===== src/rtl/sdcmd_pkg.sv =====
package sdcmd_pkg;

  typedef enum logic [3:0] {
    CMD_NOP  = 4'd0,
    CMD_MODE = 4'd1,
    CMD_REF  = 4'd2,
    CMD_SELF = 4'd3,
    CMD_ACT  = 4'd4,
    CMD_RD   = 4'd5,
    CMD_WR   = 4'd6,
    CMD_STOP = 4'd7,
    CMD_PRE  = 4'd8
  } cmd_e;

  typedef enum logic [1:0] {
    BK_IDLE    = 2'd0,
    BK_OPEN    = 2'd1,
    BK_APBURST = 2'd2,
    BK_RECOVER = 2'd3
  } bank_e;

  typedef enum logic [2:0] {
    ERR_NONE     = 3'd0,
    ERR_MODE_GAP = 3'd1,
    ERR_BUSY     = 3'd2,
    ERR_AP_LOCK  = 3'd3,
    ERR_CLOSED   = 3'd4,
    ERR_OPEN     = 3'd5,
    ERR_TRP      = 3'd6
  } err_e;

  // Number of burst cycles still ahead once the command cycle is done
  function automatic int unsigned burst_tail(input int unsigned len);
    return (len > 0) ? len - 1 : 0;
  endfunction

  // True when a command kind is a column access
  function automatic logic is_column(input cmd_e c);
    return (c == CMD_RD) || (c == CMD_WR);
  endfunction

  // True when a command kind needs every bank idle
  function automatic logic needs_all_idle(input cmd_e c);
    return (c == CMD_MODE) || (c == CMD_REF) || (c == CMD_SELF);
  endfunction

endpackage


===== src/rtl/sdcmd_bank.sv =====
module sdcmd_bank
  import sdcmd_pkg::*;
#(
  parameter int BL_W  = 4,
  parameter int TRP_W = 4
) (
  input  logic             clk,
  input  logic             rst,
  input  logic [BL_W-1:0]  burst_len,
  input  logic [TRP_W-1:0] trp,
  input  logic             go_act,
  input  logic             go_ap,
  input  logic             go_pre,
  input  logic             go_stop,
  output bank_e            state
);
  localparam int CNT_W = (BL_W > TRP_W) ? BL_W : TRP_W;

  logic [CNT_W-1:0] cnt;
  logic             burst_last;   // last cycle of an auto-precharge burst
  logic             short_burst;  // burst that is over in its command cycle
  logic             no_recover;   // recovery time of zero

  assign short_burst = burst_len <= BL_W'(1);
  assign no_recover  = trp == '0;
  assign burst_last  = (state == BK_APBURST) && (go_stop || cnt == CNT_W'(1));

  always_ff @(posedge clk) begin
    if (rst) begin
      state <= BK_IDLE;
      cnt   <= '0;
    end else begin
      unique case (state)
        BK_IDLE: if (go_act) state <= BK_OPEN;
        BK_OPEN: begin
          if (go_pre) begin
            state <= BK_IDLE;
          end else if (go_ap) begin
            if (!short_burst) begin
              state <= BK_APBURST;
              cnt   <= CNT_W'(burst_tail(int'(burst_len)));
            end else if (no_recover) begin
              state <= BK_IDLE;
            end else begin
              state <= BK_RECOVER;
              cnt   <= CNT_W'(trp);
            end
          end
        end
        BK_APBURST: begin
          if (burst_last) begin
            state <= no_recover ? BK_IDLE : BK_RECOVER;
            cnt   <= CNT_W'(trp);
          end else begin
            cnt <= cnt - CNT_W'(1);
          end
        end
        BK_RECOVER: begin
          if (cnt <= CNT_W'(1)) state <= BK_IDLE;
          else                  cnt   <= cnt - CNT_W'(1);
        end
        default: state <= BK_IDLE;
      endcase
    end
  end

  p_act_only_idle_r9: assert property (@(posedge clk) disable iff (rst)
    go_act |-> state == BK_IDLE);

  p_recover_exit_r10: assert property (@(posedge clk) disable iff (rst)
    state == BK_RECOVER |=> (state == BK_RECOVER || state == BK_IDLE));

  p_stop_ends_burst_r10: assert property (@(posedge clk) disable iff (rst)
    (state == BK_APBURST && go_stop) |=> (state == BK_RECOVER || state == BK_IDLE));
endmodule


===== config.mk =====
export PLATFORM = sky130hd
export DESIGN_NAME = sdcmd_bank
export DESIGN_NICKNAME = d
export VERILOG_FILES = /design/src/rtl/sdcmd_pkg.sv /design/src/rtl/sdcmd_bank.sv
export SDC_FILE = /design/constraint.sdc
export NUM_CORES = 1
export LEC_CHECK = 0
export BUFFER_PORTS_ARGS = -buffer_cell sky130_fd_sc_hd__buf_2
export CAP_MARGIN = 10
export CORE_AREA = 4 4 41 43
export CTS_BUF_LIST = sky130_fd_sc_hd__clkbuf_4 sky130_fd_sc_hd__clkbuf_8 sky130_fd_sc_hd__clkbuf_16
export CTS_CLUSTER_DIAMETER = 100
export DETAILED_ROUTE_END_ITERATION = 7
export DIE_AREA = 0 0 45 47
export GPL_TIMING_DRIVEN = 0
export PLACE_DENSITY_LB_ADDON = 0.2
export SYNTH_ARGS = -nofsm -noshare
export SYNTH_HDL_FRONTEND = slang
export SYNTH_SLANG_ARGS = --single-unit

===== constraint.sdc =====
create_clock -name clk -period 4.95 [get_ports clk]
set_input_delay 0.99 -clock clk [delete_from_list [all_inputs] [get_ports clk]]
set_output_delay 0.99 -clock clk [all_outputs]
set_load 0.005 [all_outputs]

==> impl_metrics.py <==
metrics = {
    "outcome": {
        "status": "finished clean",
    },
    "global_route": {
        "grtUsageTotal_pct": 16.6,
        "grt-ovfl-total": 0,
        "grt_max_degree": 11,
        "grt_pass1_wl_mm": 2.59,
        "antenna_found_initial": 0,
        "grt_pass1_vias": 599,
    },
    "cts": {
        "clk_pin_slew_ns": 0.05,
        "cts_inserted_buffers": 3,
        "cts_hold_buf": 0,
        "cts_buffer_depth": 2,
        "htreeDepth": 1,
        "clock_sinks": 6,
        "cts_resized": 0,
        "clkLatencyLatePin_ns": 0.25,
        "cts_tree": "built",
        "cts_setup_buffers": 0,
        "cts_root_buf": "clkbuf_4",
    },
    "floorplanning": {
        "die_h_um": 47,
        "die_w_um": 45,
        "std_cell_rows": 13,
        "io-pin-count": 16,
        "core_area_um2": 1300,
        "die_area_um2": 2120,
        "start_util_pct": 43.9,
    },
    "critical_path": {
        "reg2reg_slack_ns": 3.16,
        "cp-end-kind": "register",
        "arrival_ns": 2.40,
        "start_kind": "input pin",
        "critical_path.max_fanout": 5,
        "worstSetupStartpoint": "trp[3]",
        "worst_r2r_path_depth": 6,
        "r2r-start": "cnt[1]",
        "critPathRequiredTime_ns": 5.11,
        "crit_chain": "buf_2, or4_4, o2111a_2, o32a_1, a211oi_1",
        "slowest_delay_ns": 0.55,
        "cp_slowest_cell": "or4_4",
        "reg2reg_to": "cnt[1]",
        "path_class": "in2reg",
    },
    "worst_hold_path": {
        "min_to": "cnt[0]",
        "min_from": "cnt[0]",
        "whs_path_depth": 2,
        "hp-class": "reg2reg",
    },
    "synthesis": {
        "synth_seq_area_share_pct": 21.0,
        "yosys_warnings": 0,
        "syn_area_um2": 572,
        "synthArstFlopShare_pct": 0,
        "yosys.cell_types.count": 35,
        "ys.flop_type": "dfxtp_1",
        "syn_area_per_cell_um2": 7.94,
        "ys_seq_elements": 6,
        "synth.area.top_cells": "dfxtp_1, nand2b_1, a21oi_1, ha_1, o21ai_0",
        "synth_edf_count": 0,
        "synth_top_area_share_pct": 21.0,
        "syn_nets": 88,
        "synthCells": 72,
        "yosysTopAreaCell": "dfxtp_1",
    },
    "sta": {
        "slew_violations": 0,
        "timing_hold_violations_final": 0,
        "final-setup-viol-count": 0,
        "hold_ws_ns": 0.571,
        "finalSetupTns_ns": 0,
        "clock_skew_ns": 0.00526,
        "rsz0062_at_grt": "no",
        "max_freq_mhz": 446,
        "period_share_pct": 45.2,
        "max_slew.worst_pin.slew_ns": 0.576,
        "post-route-min-period_ns": 2.24,
        "max_slew_margin_pct": 61.2,
    },
    "placement": {
        "port-buffer-count": 15,
        "routabilityCongestion": 0.780,
        "dp_hpwl_mm": 1.16,
    },
    "final_layout": {
        "area_growth_pct": 20.4,
        "final_common_cell": "buf_2",
        "nets": 108,
        "layout_common_cells": "buf_2, dfxtp_1, nand2b_1, o21ai_0, a21oi_1",
        "drive_gt1_share_pct": 25.6,
        "num_antenna_cells": 0,
        "n_fill_cell": 132,
    },
    "pwr": {
        "power_density_nw_per_um2": 219,
        "ir_drop_mv": 0.100,
        "pwr-share-seq_pct": 37.9,
        "sw_frac_of_total_pct": 33.1,
        "p_int_mw": 0.101,
        "p_clk_share_pct": 31.5,
        "p_switching_mw": 0.0499,
        "pwr-share-comb_pct": 30.6,
        "cellLeakagePower_nw": 0.264,
    },
    "route": {
        "dr.pass1.iters": 4,
        "wl_per_cell_um": 14.8,
        "vias": 659,
        "drtAntennaViolNets": 0,
        "routed_via_density": 6.28,
        "wirelength_mm": 1.56,
        "post-route-drc-count": 0,
        "drt-initial-drc-count": 16,
    },
    "job": {
        "maxCapViolCount": 0,
    },
}
==> cell families after synthesis <==
group,share of synthesized area (%)
buffers and inverters,3.94
muxes,1.97
and+or+nand+nor,29.3
AOI/OAI and AO/OA,37.9
xor gates and xnor gates,1.53
adders and majority gates,4.38
DFF,21.0
==> per-layer routing <==
layer / up-vias / wire [µm] / track usage, %
met5: - / 0 / 0
met3: 5 / 127 / 3.45
met4: 0 / 24 / 8.19
met1: 286 / 728 / 21.2
met2: 38 / 674 / 26.6
li1: 330 / - / -
==> flip-flops by register name (all words and copies together), names as in the netlist <==
signal	count
cnt	4
state	2
==> synthesized netlist by cell type (2+ instances only) <==
cell and number:
ha_1 2, inv_1 4, nand2b_1 5, o21ai_0 5, or3_1 2, o211ai_1 3
a311oi_1 2, nor2_1 4, nor3b_1 2, nand3_1 2, o31ai_1 2, clkbuf_1 2
a31oi_1 2, a21oi_1 5, nor3_1 3, dfxtp_1 6, nand4_1 2, o21bai_1 2
==> how the worst max path moves through the flow <==
stage | end | slack (ns) | depth (start not counted)
final | cnt[3] | 2.71 | 5
after global routing | cnt[3] | 2.61 | 5
after CTS | cnt[3] | 2.72 | 5
after detailed placement | cnt[3] | 2.46 | 5
after global placement | cnt[3] | 2.50 | 5
after floorplan | cnt[3] | 2.69 | 4
==> power groups by stage <==
stage | Sequential, mW | Clock, mW | Combinational [mW]
finish | 0.0572 | 0.0475 | 0.0462
global route | 0.0576 | 0.0498 | 0.0516
CTS | 0.0569 | 0.0487 | 0.0456
detailed placement | 0.0579 | 0 | 0.0454
global placement | 0.0577 | 0 | 0.0450
floorplan | 0.0568 | 0 | 0.0296
==> worst max-delay path, delay by kind of cell <==
kind | cells | cell delay [ns]
and+or+nand+nor | 1 | 0.55
buffers and inverters | 1 | 0.11
AOI/OAI and AO/OA | 3 | 0.75
==> cell type report <==
type                       instances  area, µm²  share of cell area, %
multi-input combinational         60        429                   62.4
sequential                         6        120                   17.5
timing repair buffer              15       75.1                   10.9
clock buffer                       3       22.5                   3.27
tap                               15       18.8                   2.73
inverter                           4       15.0                   2.18
buffer                             2       7.51                   1.09
==> metrics by stage <==
step | total power [mW] | area (µm²) | cells | setup WS, ns | util, %
after floorplan | 0.0864 | 572 | 72 | 2.69 | -
after global placement | 0.103 | 666 | 102 | 2.50 | 51.2
after detailed placement | 0.103 | 666 | 102 | 2.46 | 51.2
after CTS | 0.151 | 688 | 105 | 2.72 | 52.9
after global routing | 0.159 | 688 | 105 | 2.61 | 52.9
final | 0.151 | 688 | 105 | 2.71 | 52.9
No activity file was read; power rests on OpenSTA's default activity.
